**src/rtl/sdhc_shim_pkg.sv**
```systemverilog
package sdhc_shim_pkg;
    localparam int DATA_W = 32;
    localparam int LANES  = DATA_W / 8;

    localparam int AERR_IRQ_BIT   = 8;
    localparam int AERR_CONT_BIT  = 9;
    localparam int AERR_FINAL_BIT = 10;
    localparam int CTRL2_RDDIS_BIT = 6;
    localparam int CLK_EN_BIT   = 2;
    localparam int CLK_STBL_BIT = 3;
    localparam logic [1:0] DMA_ADMA2_32 = 2'b10;

    typedef struct packed {
        logic [DATA_W-1:0] ctrl2;
        logic [DATA_W-1:0] aerr;
        logic              stopped;
        logic              resume;
        logic              rvalid;
        logic              rd_local;
        logic [DATA_W-1:0] rd_data;
    } shim_state_t;
endpackage

```
**src/rtl/sdhc_shim_decode.sv**
```systemverilog
module sdhc_shim_decode
    import sdhc_shim_pkg::*;
#(
    parameter int ADDR_W    = 12,
    parameter int BDATA_OFS = 'h020,
    parameter int CLK_OFS   = 'h02C,
    parameter int AERR_OFS  = 'h054,
    parameter int CTRL2_OFS = 'h080
) (
    input  logic [ADDR_W-1:0] addr,
    input  logic [1:0]        size,
    input  logic [DATA_W-1:0] wdata,
    output logic [LANES-1:0]  be,
    output logic [DATA_W-1:0] be_mask,
    output logic [DATA_W-1:0] lane_data,
    output logic [1:0]        off,
    output logic              hit_bdata,
    output logic              hit_clk,
    output logic              hit_aerr,
    output logic              hit_ctrl2,
    output logic              aerr_special
);
    localparam logic [ADDR_W-1:0] BDATA_A = ADDR_W'(BDATA_OFS);
    localparam logic [ADDR_W-1:0] CLK_A   = ADDR_W'(CLK_OFS);
    localparam logic [ADDR_W-1:0] AERR_A  = ADDR_W'(AERR_OFS);
    localparam logic [ADDR_W-1:0] CTRL2_A = ADDR_W'(CTRL2_OFS);

    logic is_word;

    always_comb begin
        is_word = size[1];
        off     = is_word ? 2'd0 : addr[1:0];
        unique case (size)
            2'b00:   be = 4'(4'b0001 << off);
            2'b01:   be = 4'(4'b0011 << off);
            default: be = 4'b1111;
        endcase
        lane_data = wdata << {off, 3'b000};

        hit_bdata = addr[ADDR_W-1:2] == BDATA_A[ADDR_W-1:2];
        hit_clk   = addr[ADDR_W-1:2] == CLK_A[ADDR_W-1:2];
        hit_aerr  = addr[ADDR_W-1:2] == AERR_A[ADDR_W-1:2];
        hit_ctrl2 = addr[ADDR_W-1:2] == CTRL2_A[ADDR_W-1:2];

        aerr_special = hit_aerr &&
                       (is_word ||
                        (size == 2'b01 && off == 2'd0) ||
                        (size == 2'b00 && off == 2'd1));
    end

    for (genvar i = 0; i < LANES; i++) begin : g_lane
        assign be_mask[8*i +: 8] = {8{be[i]}};
    end
endmodule

```
**src/rtl/sdhc_lane_extract.sv**
```systemverilog
module sdhc_lane_extract
    import sdhc_shim_pkg::*;
(
    input  logic [DATA_W-1:0] word,
    input  logic [1:0]        off,
    input  logic [1:0]        size,
    output logic [DATA_W-1:0] data
);
    logic [DATA_W-1:0] shifted;

    always_comb begin
        shifted = word >> {off, 3'b000};
        unique case (size)
            2'b00:   data = {24'd0, shifted[7:0]};
            2'b01:   data = {16'd0, shifted[15:0]};
            default: data = shifted;
        endcase
    end
endmodule

```
**src/rtl/sdhc_vendor_shim.sv**
```systemverilog
module sdhc_vendor_shim
    import sdhc_shim_pkg::*;
#(
    parameter int ADDR_W    = 12,
    parameter int BDATA_OFS = 'h020,
    parameter int CLK_OFS   = 'h02C,
    parameter int AERR_OFS  = 'h054,
    parameter int CTRL2_OFS = 'h080
) (
    input  logic              clk,
    input  logic              rst_n,
    input  logic              wr_en,
    input  logic              rd_en,
    input  logic [ADDR_W-1:0] addr,
    input  logic [1:0]        size,
    input  logic [31:0]       wdata,
    output logic [31:0]       rdata,
    output logic              rvalid,
    input  logic              card_present,
    input  logic [1:0]        host_dma_mode,
    input  logic              adma_halt,
    output logic              adma_resume,
    output logic              ds_wr_en,
    output logic              ds_rd_en,
    output logic [ADDR_W-1:0] ds_addr,
    output logic [1:0]        ds_size,
    output logic [31:0]       ds_wdata,
    input  logic [31:0]       ds_rdata
);
    localparam logic [DATA_W-1:0] KEEP_BITS =
        (DATA_W'(1) << AERR_FINAL_BIT) | (DATA_W'(1) << AERR_IRQ_BIT);
    localparam logic [DATA_W-1:0] NOSTORE_BITS =
        KEEP_BITS | (DATA_W'(1) << AERR_CONT_BIT);
    localparam logic [DATA_W-1:0] IRQ_MASK = DATA_W'(1) << AERR_IRQ_BIT;

    shim_state_t st_d, st_q;

    logic [LANES-1:0]  be;
    logic [DATA_W-1:0] be_mask, lane_data, wr_val, ext_src, ext_data;
    logic [1:0]        off;
    logic              hit_bdata, hit_clk, hit_aerr, hit_ctrl2, aerr_special;
    logic              local_hit;

    sdhc_shim_decode #(
        .ADDR_W(ADDR_W), .BDATA_OFS(BDATA_OFS), .CLK_OFS(CLK_OFS),
        .AERR_OFS(AERR_OFS), .CTRL2_OFS(CTRL2_OFS)
    ) u_decode (
        .addr(addr), .size(size), .wdata(wdata),
        .be(be), .be_mask(be_mask), .lane_data(lane_data), .off(off),
        .hit_bdata(hit_bdata), .hit_clk(hit_clk), .hit_aerr(hit_aerr),
        .hit_ctrl2(hit_ctrl2), .aerr_special(aerr_special)
    );

    assign ext_src = hit_ctrl2 ? st_q.ctrl2 : st_q.aerr;

    sdhc_lane_extract u_extract (
        .word(ext_src), .off(off), .size(size), .data(ext_data)
    );

    always_comb begin
        st_d          = st_q;
        st_d.resume   = 1'b0;
        st_d.rvalid   = rd_en;
        st_d.rd_local = 1'b0;
        st_d.rd_data  = '0;

        local_hit = hit_ctrl2 || hit_aerr;
        wr_val    = lane_data & be_mask;

        ds_wr_en = 1'b0;
        ds_rd_en = 1'b0;
        ds_addr  = addr;
        ds_size  = size;
        ds_wdata = wdata;

        if (wr_en) begin
            if (hit_ctrl2) begin
                st_d.ctrl2 = (st_q.ctrl2 & ~be_mask) | wr_val;
            end else if (hit_aerr) begin
                if (aerr_special) begin
                    st_d.aerr = ((st_q.aerr & (~be_mask | KEEP_BITS)) |
                                 (wr_val & ~NOSTORE_BITS)) &
                                ~(wr_val & IRQ_MASK);
                    if (st_q.stopped && wr_val[AERR_CONT_BIT] &&
                        host_dma_mode == DMA_ADMA2_32) begin
                        st_d.stopped = 1'b0;
                        st_d.resume  = 1'b1;
                    end
                end else begin
                    st_d.aerr = (st_q.aerr & ~be_mask) | wr_val;
                end
            end else begin
                ds_wr_en = 1'b1;
                if (hit_clk && be[0]) begin
                    ds_wdata[CLK_STBL_BIT] = wdata[CLK_EN_BIT] && card_present;
                end
            end
        end

        if (adma_halt) begin
            st_d.stopped = 1'b1;
        end

        if (rd_en) begin
            if (local_hit) begin
                st_d.rd_local = 1'b1;
                st_d.rd_data  = ext_data;
            end else if (hit_bdata && st_q.ctrl2[CTRL2_RDDIS_BIT]) begin
                st_d.rd_local = 1'b1;
            end else begin
                ds_rd_en = 1'b1;
            end
        end
    end

    always_ff @(posedge clk) begin
        if (!rst_n) begin
            st_q <= '0;
        end else begin
            st_q <= st_d;
        end
    end

    assign rdata       = st_q.rd_local ? st_q.rd_data : ds_rdata;
    assign rvalid      = st_q.rvalid;
    assign adma_resume = st_q.resume;
endmodule

```
**config.mk**
```make
export PLATFORM = sky130hd
export DESIGN_NAME = sdhc_vendor_shim
export DESIGN_NICKNAME = d
export VERILOG_FILES = /design/src/rtl/sdhc_shim_pkg.sv /design/src/rtl/sdhc_shim_decode.sv /design/src/rtl/sdhc_lane_extract.sv /design/src/rtl/sdhc_vendor_shim.sv
export SDC_FILE = /design/constraint.sdc
export NUM_CORES = 1
export LEC_CHECK = 0
export BUFFER_PORTS_ARGS = -buffer_cell sky130_fd_sc_hd__clkbuf_2
export CAP_MARGIN = 0
export CORE_ASPECT_RATIO = 1.75
export CORE_MARGIN = 3
export CORE_UTILIZATION = 45
export DETAILED_ROUTE_END_ITERATION = 10
export GPL_TIMING_DRIVEN = 1
export PLACE_DENSITY = 0.71
export SYNTH_ARGS = -nofsm -noshare
export SYNTH_HDL_FRONTEND = slang
export SYNTH_SLANG_ARGS = --single-unit
```
**constraint.sdc**
```tcl
create_clock -name clk -period 2.86 [get_ports clk]
set_clock_uncertainty 0.2 [all_clocks]
set_input_delay 0.429 -clock clk [delete_from_list [all_inputs] [get_ports clk]]
set_output_delay 0.429 -clock clk [all_outputs]
set_load 0.01 [all_outputs]
```
**Word-level counts from Yosys, hierarchy flattened**

Index checks and enable logic that the tools add are counted.

- Flip-flop bits (word level): 100
- Input port bits: 86
- Output and inout bits: 82

- Equal/unequal tests: 8
- Shifts and indexed selects: 4
- Mux-type cells: 24
- Bitwise operators: 15
- Reductions and logical operators: 23

Operator list:

| kind | number |
|---|---|
| $and A32 B32 Y32 | 5 |
| $mux W32 | 3 |
| $or A32 B32 Y32 | 3 |
| $pmux W32 S2 | 1 |
| $not A32 Y32 | 1 |
| $not A9 Y32 | 1 |
| $shl A32 B5 Y32 | 1 |
| $shr A32 B5 Y32 | 1 |
| $eq A10 B4 Y1 const B | 2 |
| $mux W1 | 13 |
| $mux W2 | 6 |
| $eq A10 B5 Y1 const B | 1 |
| $eq A10 B6 Y1 const B | 1 |
| $logic_and A1 B1 Y1 | 8 |
| $pmux W4 S2 | 1 |
| $reduce_bool A2 Y1 | 4 |
| $reduce_and A3 Y1 | 2 |
| $not A1 Y1 | 5 |
| $reduce_and A5 Y1 | 1 |
| $reduce_or A5 Y1 | 1 |
| $eq A2 B1 Y1 const B | 2 |
| $logic_not A2 Y1 | 2 |
| $reduce_and A2 Y1 | 2 |
| $shl A1 B2 Y4 const A | 1 |
| other kinds (4) | 6 |

**Depth between registers and ports, before layout**

Gate-level depths: netlist of the first run.

- Word-level depth: 12
- Gate-level depth with buffers: 9
- Depth with buffers taken out: 5

**Modules after synthesis**

A second synthesis of the first run with hierarchy kept.

- Cell total of the unflattened synthesis: 715
- Area total of the unflattened synthesis: 6438.7 um2

Modules (own cells, without submodules):

| module | times used | cells an instance | area an instance (um2) |
|---|---|---|---|
| sdhc_vendor_shim | 1 | 494 | 4858.4 |
| sdhc_shim_decode | 1 | 144 | 934.6 |
| sdhc_lane_extract | 1 | 77 | 645.6 |

**Least setup slack after synthesis of the first run**

No wires, ideal clock.

- Kind: input to register
- From: input port addr[9]
- To: register st_q[7] (netlist bit)
- Arrival time: 2378 ps
- Setup slack: 155 ps
- Stages on the path: 7
- Path buffers: 2
- Cells stage by stage: or4_1 > buf_4 > nor3_4 > buf_2 > mux2i_1 > o22ai_1 > or3_1

- Word-level cells in the longest chain between the ends: 4
- Elaborated cells between the ends (all ways): 7
- Classes of those cells: 2 x eq/ne; 1 x shift; 2 x mux; 2 x reduce/logical

Ends and longest elaborated chain:

| what | RTL line | text |
|---|---|---|
| from (decl) | sdhc_vendor_shim.sv:14 | `input logic [ADDR_W-1:0] addr,` |
| $eq A10 B6 Y1 | sdhc_shim_decode.sv:43 | `hit_ctrl2 = addr[ADDR_W-1:2] == CTRL2_A[ADDR_W-1:2];` |
| $mux W32 | sdhc_vendor_shim.sv:54 | `assign ext_src = hit_ctrl2 ? st_q.ctrl2 : st_q.aerr;` |
| $shr A32 B5 Y32 | sdhc_lane_extract.sv:12 | `shifted = word >> {off, 3'b000};` |
| $pmux W32 S2 | sdhc_lane_extract.sv:13 | `unique case (size)` |
| to (signal assigned) | sdhc_vendor_shim.sv:120 | `st_q <= st_d;` |
| to (decl) | sdhc_vendor_shim.sv:36 | `shim_state_t st_d, st_q;` |

Parallel ways exist; a longest one is shown, timed or not.
A chain may end at the register's enable or synchronous reset.

**Worst setup path in the final report of the first run**

- From: input port addr[9]
- To: register st_q[0] (netlist bit)

The elaborated chain is that of the path after synthesis.

==> flow_metrics.tcl, run 1 <==
set metrics [dict create \
    relSlewSlack 0.607 \
    postCtsSetupBuffers 0 \
    synth.cells.most_frequent "dfxtp_1, nand2_1, mux2i_1, buf_4, mux2_2" \
    p_int_uw 2240 \
    synthMostInstantiatedCell "dfxtp_1" \
    fin_crit_sh 0.897 \
    grtUsageMet2 0.483 \
    hold-worst-slack_ns 0.0852 \
    crit_buf_inv 3 \
    netlist-cell-type-count 50 \
    fin_nets 851 \
    syn-cell-area_mm2 0.00563 \
    cap_violations 0 \
    place_ws_ns -0.0866 \
    path_clk_slew_ns 0.07 \
    p_clk_frac 0.406 \
    switchingPower_uw 765 \
    drv_slew 0 \
    grt-ovfl-total 0 \
    cp.arrival_ns 2.59 \
    initial_core_util 0.464 \
    cts_resized 0 \
    ys.flop_type "dfxtp_1" \
    ir_worst_vdd_uv 281 \
    syn_inst 629 \
    p_leak_uw 0.00282 \
    drc 0 \
    ant_nets 0 \
    setup_viol 0 \
    wl_per_cell_um 20.3 \
    syn_nets 715 \
    p_comb_frac 0.130 \
    pwr-share-seq 0.464 \
    gp_congestion 0.970 \
    rows 53 \
    hold_class "in2reg" \
    status "completed" \
    async_flop_share 0 \
    required_ns 2.89 \
    crit_fanout 21 \
    fmax_mhz 390 \
    end_kind "flip-flop" \
    htreeDepth 3 \
    worst_pin_slew_ns 0.588 \
    post_drt_via_cell_ratio 5.70 \
    hpwl_mm 14.8 \
    rsz0062_at_grt "false" \
    final_util 0.560 \
    worstPathCellList "clkbuf_2, or4_1, buf_4, nor3_4, buf_12, mux2i_1, o22ai_1, or3_1" \
    place_area_mm2 0.00651 \
    cts_hold_buf 0 \
    yosysSeqAreaShare 0.355 \
    die_y_um 154 \
    syn_area_per_cell_um2 8.95 \
    routed_wl_mm 19.0 \
    path_class "in2reg" \
    crit_family "simple AND/OR/NAND/NOR gates" \
    grt_first_pass_wirelength_mm 29.1 \
    drtIter0Drc 350 \
    critPathSlowestCell "or4_1" \
    drt_pre_antenna_iters 5 \
    hold_viol_final 0 \
    start_kind "primary input" \
    areaGrowthSynthToFinish_pct 20.8 \
    synth_top_area_frac 0.355 \
    core_region_area_mm2 0.0121 \
    max_stage_delay_ns 0.60 \
    io_buffer_count 167 \
    total_power_uw 3010 \
    root_buffer "clkbuf_16" \
    vias 5330 \
    synth_area_leaders "dfxtp_1, mux2i_1, mux2_2" \
    fin_ws_ns 0.296 \
    grt-busiest-layer "met2" \
    design.die.area_mm2 0.0139 \
    use_met1 0.290 \
    clkLatencyLatePin_ns 0.35 \
    final_area_mm2 0.00680 \
    grtUsageMet3 0.0406 \
    power_density_mw_per_mm2 442 \
    layout-drive-gt1-share 0.369 \
    die_x_um 90.6 \
    ys_warn_count 0 \
    antenna_found_initial 0 \
    clock_path_buffers 2 \
    numCtsBuffers 9 \
    synth_top_area_cell "dfxtp_1" \
    ios 168 \
    grt_max_degree 67 \
    cts_sinks 100 \
    grt_usage 0.268 \
    synth_edf_count 0 \
    cts_tree "yes" \
    grt_pass1_vias 5263 \
    swShare 0.255 \
    fin_crit_ns 2.56 \
    synth-seq-cells 100 \
]
## logic make-up after synthesis
family	share of synthesized area
buffers and inverters	0.102
muxes	0.181
xor gates and xnor gates	0.00156
DFF	0.355
AOI/OAI and AO/OA	0.172
and+or+nand+nor	0.188
## layout by cell type (no fill, tap or decap), types with 2 or more instances in the layout
cell type and instances:
nor3_1 11, a21oi_1 15, a21boi_0 16, nor2_1 32, clkbuf_16 9, a22oi_1 17, inv_1 4, and2_1 10
a221oi_1 16, nand2_1 76, clkbuf_2 167, nand2b_1 2, or4_1 2, o21a_1 2, a21o_1 2, nor3b_1 10
inv_6 2, o21ai_0 30, buf_12 3, mux2i_2 4, dfxtp_1 100, nand3_1 6, nand3b_1 2, o211a_1 12
mux2i_1 49, mux2_2 40, nor2b_1 31, a21boi_1 2, and3_1 4, o22ai_1 16, nor2_4 3, or3_1 8
buf_4 44
## final timing paths
check,start,cells after the start,to,slack (ns)
worst max-delay path,addr[9],8,st_q[0],0.30
worst min-delay path,adma_halt,2,st_q[35],0.09
worst min register to register,flip-flop,2,flip-flop,0.29
worst max register to register,flip-flop,5,st_q[32],1.30
## metrics by stage
| stage | std cells | TNS, ns |
|---|---|---|
| after floorplan | 629 | 0 |
| after global placement | 919 | -0.124 |
| after detailed placement | 919 | -0.343 |
| after CTS | 934 | 0 |
| after global routing | 934 | 0 |
| final | 935 | 0 |
## layout make-up
cell class              count  area [µm²]
clock inverters             5        61.3
repair buffers            214        1230
fillers                  1159        5340
clock buffers              10         229
diodes                      1        2.50
inverters                   4        15.0
flip-flops and latches    100        2000
multi-input cells         436        3060
well taps                 165         206
## layer usage
metal	up-vias	share of wire
li1	2474	-
met1	2531	0.37
met2	264	0.52
met3	61	0.059
met4	0	0.058
met5	-	0
## power groups by stage
stage | Clock (µW) | Combinational (µW) | Sequential, µW
after floorplan | 0 | 230 | 1430
after global placement | 0 | 385 | 1430
after detailed placement | 0 | 390 | 1430
after CTS | 1230 | 391 | 1390
after global routing | 1280 | 421 | 1390
final | 1220 | 392 | 1390
(Power assumes the default switching activity.)
==> run 2: changes to the inputs <==
CAP_MARGIN = unset   (was 0)
CORE_ASPECT_RATIO = unset   (was 1.75)
==> flow_metrics.tcl, run 2 (synthesis gave the netlist of run 1 again) <==
set metrics [dict create \
    worst_r2r_endpoint "st_q[32]" \
    grt-ovfl-total 0 \
    ir_worst_vdd_uv 238 \
    cap_violations 0 \
    cts_sinks 100 \
    rsz0062_at_grt "false" \
    place_ws_ns 0.0184 \
    p_int_uw 2230 \
    vias 5279 \
    ios 168 \
    areaGrowthSynthToFinish_pct 20.3 \
    relSlewSlack 0.422 \
    final_common_cell "clkbuf_2" \
    rows 40 \
    clock_path_buffers 2 \
    postCtsSetupBuffers 0 \
    ant_nets 0 \
    nFillCells 1135 \
    die_x_um 118 \
    drv_slew 0 \
    layout-drive-gt1-share 0.367 \
    crit_start "addr[9]" \
    p_comb_frac 0.132 \
    multi_input_area_mm2 0.00306 \
    antenna_found_initial 0 \
    drtIter0Drc 467 \
    swShare 0.250 \
    seq_area_mm2 0.00200 \
    fmax_mhz 399 \
    hold_viol_final 0 \
    io_buffer_count 167 \
    hpwl_mm 13.6 \
    layout_common_cells "clkbuf_2, dfxtp_1, nand2_1" \
    drt_pre_antenna_iters 5 \
    insertedDiodeCount 0 \
    path_clk_slew_ns 0.06 \
    end_kind "primary output" \
    hold-worst-slack_ns 0.109 \
    grt_max_degree 67 \
    htreeDepth 3 \
    power_density_mw_per_mm2 440 \
    hold_class "in2reg" \
    fin_nets 847 \
    numCtsBuffers 9 \
    setup_viol 0 \
    fin_crit_ns 2.50 \
    root_buffer "clkbuf_16" \
    r2r_setup_slack_ns 1.41 \
    routed_wl_mm 17.5 \
    status "completed" \
    crit_fanout 4 \
    post_drt_via_cell_ratio 5.66 \
    core_region_area_mm2 0.0121 \
    cts_hold_buf 0 \
    cts_resized 0 \
    cts_tree "yes" \
    required_ns 2.23 \
    grt_pass1_vias 5098 \
    fin_crit_sh 0.876 \
    crit_end "ds_rd_en" \
    initial_core_util 0.465 \
    tns_ns 0 \
    fin_ws_ns 0.355 \
    final_util 0.559 \
    design.die.area_mm2 0.0139 \
    p_clk_frac 0.399 \
    wl_per_cell_um 18.7 \
    grt_first_pass_wirelength_mm 27.7 \
    grt_usage 0.248 \
    drc 0 \
    reg2reg_depth 5 \
    start_kind "primary input" \
    cp.arrival_ns 1.88 \
    clkLatencyLatePin_ns 0.35 \
    die_y_um 118 \
    switchingPower_uw 745 \
    pwr-share-seq 0.469 \
    gp_congestion 0.944 \
    path_class "in2out" \
    worst_pin_slew_ns 0.866 \
    p_leak_uw 0.00280 \
]
run 2: power by group through the flow:
stage | clock (µW) | sequential (µW) | combinational (µW)
6_report | 1190 | 1390 | 393
5_1_grt | 1270 | 1390 | 421
4_1_cts | 1210 | 1390 | 390
3_5_place_dp | 0 | 1430 | 389
3_3_place_gp | 0 | 1430 | 381
2_1_floorplan | 0 | 1430 | 230
run 2: worst min-delay path by stage:
| stage | from | endpoint | slack [ns] | cells after the start |
|---|---|---|---|---|
| global route | adma_halt | st_q[35] | 0.12 | 2 |
| finish | adma_halt | st_q[35] | 0.11 | 2 |
| CTS | adma_halt | st_q[35] | 0.1 | 2 |
| detailed placement | st_q[43] | st_q[43] | 0.29 | 2 |
| global placement | st_q[43] | st_q[43] | 0.27 | 2 |
| floorplan | flip-flop | flip-flop | 0.24 | 2 |
run 2: final cells by class:
class	count	share of cell area
sequential	100	0.296
multi-input combinational	436	0.452
inverter	4	0.00222
clock inverter	6	0.00979
tap	168	0.0310
clock buffer	9	0.0333
timing repair buffer	210	0.177
run 2: critical path, stage by stage:
cell,delay (ns)
clkbuf_2,0.09
or4_1,0.58
buf_4,0.17
or3_1,0.32
and2_1,0.16
clkbuf_2,0.12
run 2: through the flow:
stage / total power (µW) / cells / instance area (µm²)
floorplan: 1660 / 629 / 5630
global placement: 1810 / 918 / 6480
detailed placement: 1820 / 918 / 6480
CTS: 3000 / 933 / 6770
global route: 3080 / 933 / 6770
finish: 2980 / 933 / 6770
run 2: metal layers:
layer | GRT usage | part of all wire | up-vias
li1 | - | - | 2466
met1 | 0.333 | 0.43 | 2461
met2 | 0.381 | 0.44 | 301
met3 | 0.0543 | 0.090 | 51
met4 | 0.113 | 0.037 | 0
met5 | 0 | 0 | -
==> run 3: changes to the inputs <==
SETUP_SLACK_MARGIN = 0.5   (was unset)
==> flow_metrics.tcl, run 3 (synthesis gave the netlist of run 1 again) <==
set metrics [dict create \
    ant_nets 0 \
    clkLatencyLatePin_ns 0.35 \
    fin_crit_sh 0.842 \
    ios 168 \
    finalNonFillerCells 954 \
    relSlewSlack 0.519 \
    power_density_mw_per_mm2 423 \
    p_leak_uw 0.00300 \
    drc 0 \
    required_ns 2.90 \
    gp_congestion 0.937 \
    cts_sinks 100 \
    die_x_um 118 \
    hold_viol_final 0 \
    worst_r2r_endpoint "st_q[4]" \
    final_area_mm2 0.00724 \
    fin_ws_ns 0.453 \
    drv_slew 0 \
    cpMostUsedCell "buf_6" \
    start_kind "primary input" \
    reg2reg_depth 3 \
    hpwl_mm 13.6 \
    crit_fanout 8 \
    areaGrowthSynthToFinish_pct 28.5 \
    rows 40 \
    grt_max_degree 67 \
    total_power_uw 3060 \
    drt_pre_antenna_iters 6 \
    worstPathCellList "buf_6, or4_4, buf_6, or3_4, mux2i_2, buf_4, o22ai_1, or3_1" \
    vias 5395 \
    end_kind "flip-flop" \
    cap_violations 0 \
    grt_pass1_vias 4884 \
    numCtsBuffers 9 \
    cp.arrival_ns 2.44 \
    status "completed" \
    ir_worst_vdd_uv 216 \
    wl_per_cell_um 19.3 \
    initial_core_util 0.465 \
    hold_class "in2reg" \
    io_buffer_count 167 \
    layout_common_cells "clkbuf_2, dfxtp_1, nand2_1" \
    root_buffer "clkbuf_16" \
    place_area_mm2 0.00652 \
    max_stage_delay_ns 0.61 \
    setup_viol 0 \
    tns_ns 0 \
    cts_hold_buf 0 \
    grt-ovfl-total 0 \
    grt_usage 0.248 \
    rsz0062_at_grt "true" \
    nFillCells 1061 \
    routed_wl_mm 18.4 \
    hold_depth 2 \
    htreeDepth 3 \
    fin_crit_ns 2.41 \
    fin_nets 866 \
    layout-drive-gt1-share 0.419 \
    dpl.cell_count 914 \
    crit_buf_inv 3 \
    design.die.area_mm2 0.0139 \
    post_drt_via_cell_ratio 5.66 \
    crit_family "simple AND/OR/NAND/NOR gates" \
    place_ws_ns 0.0963 \
    grt_first_pass_wirelength_mm 27.2 \
    fmax_mhz 415 \
    die_y_um 118 \
    path_clk_slew_ns 0.07 \
    antenna_found_initial 0 \
    critPathSlowestCell "or4_4" \
    hold_path_end "st_q[35]" \
    r2r_setup_slack_ns 1.33 \
    clock_path_buffers 2 \
    worst_pin_slew_ns 0.721 \
    path_class "in2reg" \
    worstHoldStart "adma_halt" \
    core_region_area_mm2 0.0121 \
    drtIter0Drc 517 \
    final_common_cell "clkbuf_2" \
    cts_tree "yes" \
]
==> run 3: cell count changes in the layout (fill, tap and decap cells not counted), moves of 5 or more <==
| cell | delta |
|---|---|
| a221oi_1 | -8 |
| a221oi_2 | +8 |
| buf_4 | +8 |
| buf_6 | +5 |
| mux2i_1 | -8 |
| mux2i_4 | +6 |
==> run 3: timing repair <==
item	CTS	global route
setup endpoints to repair	9	57
pin swaps	1	12
resized for setup	2	31
gates cloned	0	4
buffers inserted	1	18
==> run 3: how the worst max path moves through the flow <==
stage | start | to | cells after the start
5_1_grt | addr[9] | st_q[7] | 9
3_3_place_gp | addr[2] | st_q[7] | 7
6_report | addr[9] | st_q[3] | 8
2_1_floorplan | addr[9] | st_q[48] | 9
3_5_place_dp | addr[2] | st_q[7] | 7
4_1_cts | addr[10] | ds_rd_en | 5
==> run 3: report_power, final <==
| group | internal, µW | switching (µW) |
|---|---|---|
| Sequential | 1390 | 0.874 |
| Clock | 708 | 555 |
| Combinational | 169 | 233 |
==> run 3: final cells by class <==
cell class | count | area, µm² | share of cell area
clock buffers | 10 | 239 | 0.0330
multi-input cells | 437 | 3260 | 0.451
flip-flops and latches | 100 | 2000 | 0.277
repair buffers | 228 | 1440 | 0.199
clock inverters | 6 | 68.8 | 0.00951
well taps | 168 | 210 | 0.0290
inverters | 4 | 15.0 | 0.00207
diodes | 1 | 2.50 | 0.000346
==> run 3: layer usage <==
metal	global-route usage	routed length (µm)
met1	0.326	7710
met2	0.414	8550
met3	0.0581	1620
met4	0.0608	549
met5	0	0
==> run 3: stage by stage <==
stage,hold WS (ns),util
2_1_floorplan,0.248,-
3_3_place_gp,0.270,0.538
3_5_place_dp,0.283,0.538
4_1_cts,0.0878,0.565
5_1_grt,0.0855,0.597
6_report,0.0871,0.598
